===== config.mk =====
export PLATFORM = sky130hd
export DESIGN_NAME = dtq_order_queue
export DESIGN_NICKNAME = d
export VERILOG_FILES = /design/src/rtl/dtq_pkg.sv /design/src/rtl/dtq_pick_low.sv /design/src/rtl/dtq_post_fifo.sv /design/src/rtl/dtq_dly_table.sv /design/src/rtl/dtq_order_queue.sv
export SDC_FILE = /design/constraint.sdc
export NUM_CORES = 1
export LEC_CHECK = 0
export ABC_AREA = 1
export BUFFER_PORTS_ARGS = -buffer_cell sky130_fd_sc_hd__buf_2
export CORE_MARGIN = 2
export CORE_UTILIZATION = 30
export DETAILED_ROUTE_END_ITERATION = 8
export GPL_TIMING_DRIVEN = 0
export PLACE_DENSITY = 0.55
export SLEW_MARGIN = 10
export SYNTH_ARGS = -nofsm -noshare
export SYNTH_HDL_FRONTEND = slang
export SYNTH_HIERARCHICAL = 1
export SYNTH_SLANG_ARGS = --single-unit

===== constraint.sdc =====
create_clock -name clk -period 5.7 [get_ports clk]
set_input_delay 1.14 -clock clk [delete_from_list [all_inputs] [get_ports clk]]
set_output_delay 1.14 -clock clk [all_outputs]
set_load 0.005 [all_outputs]

===== src/rtl/dtq_pkg.sv =====
package dtq_pkg;

    localparam int ADDR_W = 32;
    localparam int DATA_W = 32;
    localparam int CMD_W  = 4;

    localparam logic [CMD_W-1:0] CMD_IO_WR   = 4'b0011;
    localparam logic [CMD_W-1:0] CMD_MEM_WR  = 4'b0111;
    localparam logic [CMD_W-1:0] CMD_CFG_WR  = 4'b1011;
    localparam logic [CMD_W-1:0] CMD_MEM_WRI = 4'b1111;

    typedef struct packed {
        logic [CMD_W-1:0]  cmd;
        logic [ADDR_W-1:0] addr;
        logic [DATA_W-1:0] data;
    } txn_t;

    typedef enum logic [1:0] {
        RSP_NONE   = 2'd0,
        RSP_ACCEPT = 2'd1,
        RSP_RETRY  = 2'd2,
        RSP_DONE   = 2'd3
    } rsp_e;

    typedef enum logic [1:0] {
        SLOT_FREE = 2'd0,
        SLOT_WAIT = 2'd1,
        SLOT_BUSY = 2'd2,
        SLOT_DONE = 2'd3
    } slot_e;

    function automatic logic is_posted(input logic [CMD_W-1:0] c);
        return (c == CMD_MEM_WR) || (c == CMD_MEM_WRI);
    endfunction

    function automatic logic is_delayed(input logic [CMD_W-1:0] c);
        return (c == CMD_IO_WR) || (c == CMD_CFG_WR);
    endfunction

endpackage


===== src/rtl/dtq_pick_low.sv =====
module dtq_pick_low #(
    parameter int N  = 4,
    parameter int IW = (N > 1) ? $clog2(N) : 1
) (
    input  logic [N-1:0]  vec,
    output logic          found,
    output logic [IW-1:0] idx
);

    always_comb begin
        found = 1'b0;
        idx   = '0;
        for (int i = N - 1; i >= 0; i--) begin
            if (vec[i]) begin
                found = 1'b1;
                idx   = IW'(i);
            end
        end
    end

endmodule


===== src/rtl/dtq_post_fifo.sv =====
module dtq_post_fifo
    import dtq_pkg::*;
#(
    parameter int DEPTH = 4,
    parameter int PW    = (DEPTH > 1) ? $clog2(DEPTH) : 1,
    parameter int CW    = $clog2(DEPTH + 1)
) (
    input  logic          clk,
    input  logic          rst,
    input  logic          push,
    input  txn_t          push_tx,
    input  logic          pop,
    output txn_t          head,
    output logic [CW-1:0] level,
    output logic          full,
    output logic          empty
);

    txn_t          mem [DEPTH];
    logic [PW-1:0] wr_ptr;
    logic [PW-1:0] rd_ptr;
    logic [CW-1:0] cnt;

    function automatic logic [PW-1:0] bump(input logic [PW-1:0] p);
        return (p == PW'(DEPTH - 1)) ? '0 : p + 1'b1;
    endfunction

    assign full  = (cnt == CW'(DEPTH));
    assign empty = (cnt == '0);
    assign level = cnt;
    assign head  = mem[rd_ptr];

    always_ff @(posedge clk) begin
        if (rst) begin
            wr_ptr <= '0;
            rd_ptr <= '0;
            cnt    <= '0;
            for (int k = 0; k < DEPTH; k++) mem[k] <= '0;
        end else begin
            if (push) begin
                mem[wr_ptr] <= push_tx;
                wr_ptr      <= bump(wr_ptr);
            end
            if (pop) rd_ptr <= bump(rd_ptr);
            if (push && !pop)      cnt <= cnt + 1'b1;
            else if (pop && !push) cnt <= cnt - 1'b1;
        end
    end

endmodule


===== src/rtl/dtq_dly_table.sv =====
module dtq_dly_table
    import dtq_pkg::*;
#(
    parameter int SLOTS  = 4,
    parameter int PDEPTH = 4,
    parameter int IW     = (SLOTS > 1) ? $clog2(SLOTS) : 1,
    parameter int BW     = $clog2(PDEPTH + 1)
) (
    input  logic          clk,
    input  logic          rst,
    input  logic          req_dly,
    input  txn_t          req_tx,
    input  logic [BW-1:0] post_level,
    input  logic          post_pop,
    input  logic          dly_fire,
    input  logic          cpl_valid,
    input  logic          cpl_err,
    output logic          hit_done,
    output logic          hit_err,
    output logic          elig_valid,
    output txn_t          elig_tx,
    output logic          dly_busy
);

    slot_e         st  [SLOTS];
    txn_t          tx  [SLOTS];
    logic [BW-1:0] bar [SLOTS];
    logic          err [SLOTS];
    logic          busy_q;
    logic [IW-1:0] busy_idx;

    logic [SLOTS-1:0] match_v, free_v, elig_v;
    logic             hit_found, free_found, elig_found;
    logic [IW-1:0]    hit_idx, free_idx, elig_idx;
    logic             enq, rel;
    logic [BW-1:0]    bar_init;

    for (genvar g = 0; g < SLOTS; g++) begin : g_slot
        assign match_v[g] = (st[g] != SLOT_FREE) && (tx[g] == req_tx);
        assign free_v[g]  = (st[g] == SLOT_FREE);
        assign elig_v[g]  = (st[g] == SLOT_WAIT) && (bar[g] == '0);
    end

    dtq_pick_low #(.N(SLOTS), .IW(IW)) u_hit  (.vec(match_v), .found(hit_found),  .idx(hit_idx));
    dtq_pick_low #(.N(SLOTS), .IW(IW)) u_free (.vec(free_v),  .found(free_found), .idx(free_idx));
    dtq_pick_low #(.N(SLOTS), .IW(IW)) u_elig (.vec(elig_v),  .found(elig_found), .idx(elig_idx));

    assign hit_done   = hit_found && (st[hit_idx] == SLOT_DONE);
    assign hit_err    = err[hit_idx];
    assign elig_valid = elig_found && !busy_q;
    assign elig_tx    = tx[elig_idx];
    assign dly_busy   = busy_q;

    assign enq      = req_dly && !hit_found && free_found;
    assign rel      = req_dly && hit_done;
    assign bar_init = post_level - BW'(post_pop);

    always_ff @(posedge clk) begin
        if (rst) begin
            for (int k = 0; k < SLOTS; k++) begin
                st[k]  <= SLOT_FREE;
                tx[k]  <= '0;
                bar[k] <= '0;
                err[k] <= 1'b0;
            end
            busy_q   <= 1'b0;
            busy_idx <= '0;
        end else begin
            if (post_pop) begin
                for (int k = 0; k < SLOTS; k++) begin
                    if (st[k] == SLOT_WAIT && bar[k] != '0) bar[k] <= bar[k] - 1'b1;
                end
            end
            if (dly_fire) begin
                st[elig_idx] <= SLOT_BUSY;
                busy_q       <= 1'b1;
                busy_idx     <= elig_idx;
            end
            if (cpl_valid && busy_q) begin
                st[busy_idx]  <= SLOT_DONE;
                err[busy_idx] <= cpl_err;
                busy_q        <= 1'b0;
            end
            if (rel) st[hit_idx] <= SLOT_FREE;
            if (enq) begin
                st[free_idx]  <= SLOT_WAIT;
                tx[free_idx]  <= req_tx;
                bar[free_idx] <= bar_init;
            end
        end
    end

endmodule


===== src/rtl/dtq_order_queue.sv =====
module dtq_order_queue
    import dtq_pkg::*;
#(
    parameter int POST_DEPTH = 4,
    parameter int DLY_SLOTS  = 4
) (
    input  logic              clk,
    input  logic              rst,
    input  logic              req_valid,
    input  logic [CMD_W-1:0]  req_cmd,
    input  logic [ADDR_W-1:0] req_addr,
    input  logic [DATA_W-1:0] req_data,
    output logic [1:0]        rsp_code,
    output logic              rsp_err,
    output logic              tgt_valid,
    output logic [CMD_W-1:0]  tgt_cmd,
    output logic [ADDR_W-1:0] tgt_addr,
    output logic [DATA_W-1:0] tgt_data,
    input  logic              tgt_ready,
    input  logic              cpl_valid,
    input  logic              cpl_err
);

    localparam int LW = $clog2(POST_DEPTH + 1);

    txn_t          req_tx, post_head, elig_tx, out_tx;
    logic          req_post, req_dly;
    logic          post_full, post_empty, post_push, post_pop;
    logic [LW-1:0] post_level;
    logic          hit_done, hit_err, elig_valid, dly_busy;
    logic          sel_dly, fire, dly_fire;
    rsp_e          rsp;

    assign req_tx   = '{cmd: req_cmd, addr: req_addr, data: req_data};
    assign req_post = req_valid && is_posted(req_cmd);
    assign req_dly  = req_valid && is_delayed(req_cmd);

    always_comb begin
        rsp = RSP_NONE;
        if (req_post)     rsp = post_full ? RSP_RETRY : RSP_ACCEPT;
        else if (req_dly) rsp = hit_done ? RSP_DONE : RSP_RETRY;
    end

    assign rsp_code  = rsp;
    assign rsp_err   = req_dly && hit_done && hit_err;
    assign post_push = req_post && !post_full;

    assign sel_dly   = elig_valid;
    assign tgt_valid = sel_dly || !post_empty;
    assign out_tx    = sel_dly ? elig_tx : post_head;
    assign tgt_cmd   = out_tx.cmd;
    assign tgt_addr  = out_tx.addr;
    assign tgt_data  = out_tx.data;
    assign fire      = tgt_valid && tgt_ready;
    assign dly_fire  = fire && sel_dly;
    assign post_pop  = fire && !sel_dly;

    dtq_post_fifo #(.DEPTH(POST_DEPTH)) u_post (
        .clk     (clk),
        .rst     (rst),
        .push    (post_push),
        .push_tx (req_tx),
        .pop     (post_pop),
        .head    (post_head),
        .level   (post_level),
        .full    (post_full),
        .empty   (post_empty)
    );

    dtq_dly_table #(.SLOTS(DLY_SLOTS), .PDEPTH(POST_DEPTH)) u_dly (
        .clk        (clk),
        .rst        (rst),
        .req_dly    (req_dly),
        .req_tx     (req_tx),
        .post_level (post_level),
        .post_pop   (post_pop),
        .dly_fire   (dly_fire),
        .cpl_valid  (cpl_valid),
        .cpl_err    (cpl_err),
        .hit_done   (hit_done),
        .hit_err    (hit_err),
        .elig_valid (elig_valid),
        .elig_tx    (elig_tx),
        .dly_busy   (dly_busy)
    );

endmodule


==> metrics.yaml <==
clock_tree:
  cts_resized: 1
  numCtsBuffers: 66
  root_buffer: "clkbuf_16"
  clock_latency_ns: 0.65
  clk_pin_slew_ns: 0.06
  htree_levels: 3
  clock_sinks: 580
  cts-root-to-sink-buffers: 3
  tritoncts: "built"
  cts_hold_buf: 0
  post_cts_buffers: 0
setup_path:
  critical_path_required_ns: 4.56
  crit_chain: "buf_2 > buf_2 > xnor2_1 > nand2_1 > nor2_1 > nand2_1 > nor2_1 > nand3_1 > nor2_1 > inv_1 > a21oi_2 > inv_2 > nand3_1 > nand3_1 > and3_1 > nand3_1 > nand2_1 > buf_2"
  critPathMaxStageDelay_ns: 0.50
  timing.rr.start: "u_dly/tx[2][64]"
  critPathCaptureType: "primary output"
  cp-start-kind: "primary input"
  cp-endpoint: "rsp_code[0]"
  crit_path_top_delay_cell: "xnor2_1"
  cp_common_cell: "nand3_1"
  arrival_ns: 4.66
  r2r_setup_slack_ns: 0.63
  worstPathBufferInverterCount: 5
  regToRegEndpoint: "u_dly/tx[2][16]"
  worstSetupPathType: "in2out"
  cp.depth: 18
  cp-startpoint: "req_addr[18]"
  crit_family: "simple AND/OR/NAND/NOR gates"
  cp_max_fo: 6
  r2r_cells: 17
route:
  dr.pass1.iters: 6
  drtAntennaViolNets: 0
  routed_wirelength_mm: 144
  viasPerCell: 5.36
  drc: 0
  dr_wl_met3_mm: 16.6
  routed.top_layer: "met5"
  num_vias: 27466
  wl_met1_mm: 56.2
  drt-initial-drc-count: 4512
  met2_length_mm: 62.4
  wl_per_cell_um: 28.2
sta:
  finalSetupViolCount: 2
  final.period_utilization_pct: 102
  hold_viol: 0
  slew_violations: 0
  rsz0062_at_grt: "no"
  period_minus_slack_ns: 5.80
  skew_ns: 0.0331
  tightest_slew_ns: 1.25
  slew_headroom_pct: 16.5
  fmax_mhz: 173
  fin_ws_ns: -0.0951
placed_design:
  place_congestion: 1.07
  dp_hpwl_mm: 108
  place_area_um2: 33000
  port_buffers: 145
die:
  core_um2: 100000
  start_util_pct: 30.3
  die_w_um: 322
  io_pins: 146
  die_y_um: 322
  dieArea_um2: 104000
  row_count: 116
synthesis:
  ys.flop_type: "edfxtp_1"
  synth-seq-cells: 580
  ys_types: 43
  syn_inst: 3549
  synthesis.area_um2: 30300
  syn_nets: 3637
  yosysSeqAreaShare_pct: 56.9
  synth-async-reset-ratio_pct: 0
  yosysWarnings: 6
  avgSynthCellArea_um2: 8.54
  synth-edff-count: 564
pwr:
  power.density_nw_per_um2: 337
  switching_share_pct: 32.3
  clkPwrFrac_pct: 36.6
  peakVddDrop_mv: 0.199
  p_comb_share_pct: 21.1
  p_leak_nw: 14.9
  p_sw_w: 0.00382
  finalPower_w: 0.0118
  seq_power_share_pct: 42.3
  p_int_w: 0.00802
global_routing:
  grt_pass1_wl_mm: 195
  grt_max_degree: 49
  antenna_found_initial: 12
  track_usage_pct: 27.3
  gr-total-overflow: 0
  grt_pass1_vias: 25128
hold_path:
  worst_hold_path.num_cells: 1
  hp-class: "reg2reg"
finish:
  mostFrequentLayoutCell: "nor2_1"
  layout.nets: 3860
  drive_gt1_share_pct: 10.5
  syn_to_final_growth_pct: 15.9
  stdcell_area_um2: 35100
  layout_common_cells: "nor2_1, nand2_1, edfxtp_1, inv_1, o21ai_0"
run_status:
  violations: "setup timing"
  status: "finished with violations"
run:
  drv_cap: 0
[power by group through the flow]
| stage | registers [W] | clock network [W] | logic (W) |
|---|---|---|---|
| after floorplan | 0.00504 | 0 | 0.00122 |
| after global routing | 0.00502 | 0.00453 | 0.00262 |
| after CTS | 0.00500 | 0.00437 | 0.00243 |
| after detailed placement | 0.00509 | 0 | 0.00242 |
| final | 0.00501 | 0.00434 | 0.00249 |
| after global placement | 0.00512 | 0 | 0.00239 |
[metal layers]
metal / global-route usage, % / up-vias
met5: 0 / -
met4: 15.4 / 16
met3: 6.12 / 357
met2: 40.8 / 1808
met1: 36.3 / 13226
li1: - / 12059
[logic make-up (layout without fill, tap and decap cells)]
group	after synthesis	in the layout	share of synthesized area [%]
AND/OR/NAND/NOR	1734	1734	22.1
flip-flops	580	580	56.9
AO/OA/AOI/OAI	579	579	10.3
other	0	4	0
adder cells (fa/ha/maj)	14	14	0.603
XOR/XNOR	82	82	2.37
buffers and inverters	560	834	7.66
[worst min-delay path by stage]
stage,from,end,slack (ns)
finish,u_dly/dly_busy,u_dly/dly_busy,0.55
detailed placement,u_dly/dly_busy,u_dly/dly_busy,0.54
floorplan,u_dly/busy_idx[1],u_dly/busy_idx[1],0.49
CTS,u_dly/dly_busy,u_dly/dly_busy,0.55
global route,u_dly/st[0][1],u_dly/st[0][1],0.58
global placement,u_dly/dly_busy,u_dly/dly_busy,0.52
[state kept, by name (all words and copies together), names as in the netlist, named ones only]
| signal | flops |
|---|---|
| u_post/rd_ptr | 2 |
| u_dly/bar | 12 |
| u_dly/err | 4 |
| u_dly/dly_busy | 1 |
| u_post/mem | 272 |
| u_dly/tx | 272 |
| u_dly/busy_idx | 2 |
| u_post/level | 3 |
| u_post/wr_ptr | 2 |
| u_dly/st | 8 |
[Yosys cell counts, types with 3 or more instances]
cell / count / area, um2
a21oi_1: 90 / 450
a21oi_2: 3 / 26.3
buf_1: 7 / 26.3
buf_2: 69 / 345
buf_4: 7 / 52.6
buf_6: 13 / 146
clkbuf_1: 78 / 293
clkbuf_2: 7 / 35.0
clkinv_1: 10 / 37.5
dfxtp_1: 16 / 320
edfxtp_1: 564 / 16900
ha_1: 13 / 163
inv_1: 354 / 1330
inv_2: 14 / 52.6
nand2_1: 724 / 2720
nand2_2: 6 / 37.5
nand3_1: 35 / 175
nand4_1: 26 / 163
nor2_1: 919 / 3450
nor2_2: 4 / 25.0
nor3_1: 9 / 45.0
o21ai_0: 338 / 1690
o21ai_1: 5 / 25.0
o22ai_1: 133 / 832
xnor2_1: 64 / 561
xor2_1: 18 / 158
[per-stage QoR]
step	hold slack (ns)	utilization, %	std cells	setup WS (ns)	TNS [ns]
after floorplan	0.491	-	3549	0.626	0
after global placement	0.524	32.6	4992	-2.61	-914.58
after detailed placement	0.536	32.9	5002	-0.140	-3.62
after CTS	0.554	35.0	5121	0.0211	0
after global routing	0.584	35.1	5122	0.0203	0
final	0.549	35.1	5125	-0.0951	-0.173
[cell type report]
type	instances	area (um2)
Antenna cell	4	10.0
Buffer	181	906
Tap cell	1298	1620
Multi-Input combinational cell	2409	10800
Clock buffer	80	1730
Inverter	379	1430
Fill cell	10490	65000
Timing Repair Buffer	155	971
Sequential cell	580	17300
Clock inverter	39	395
Note: power is estimated with default switching activity, not from simulation.
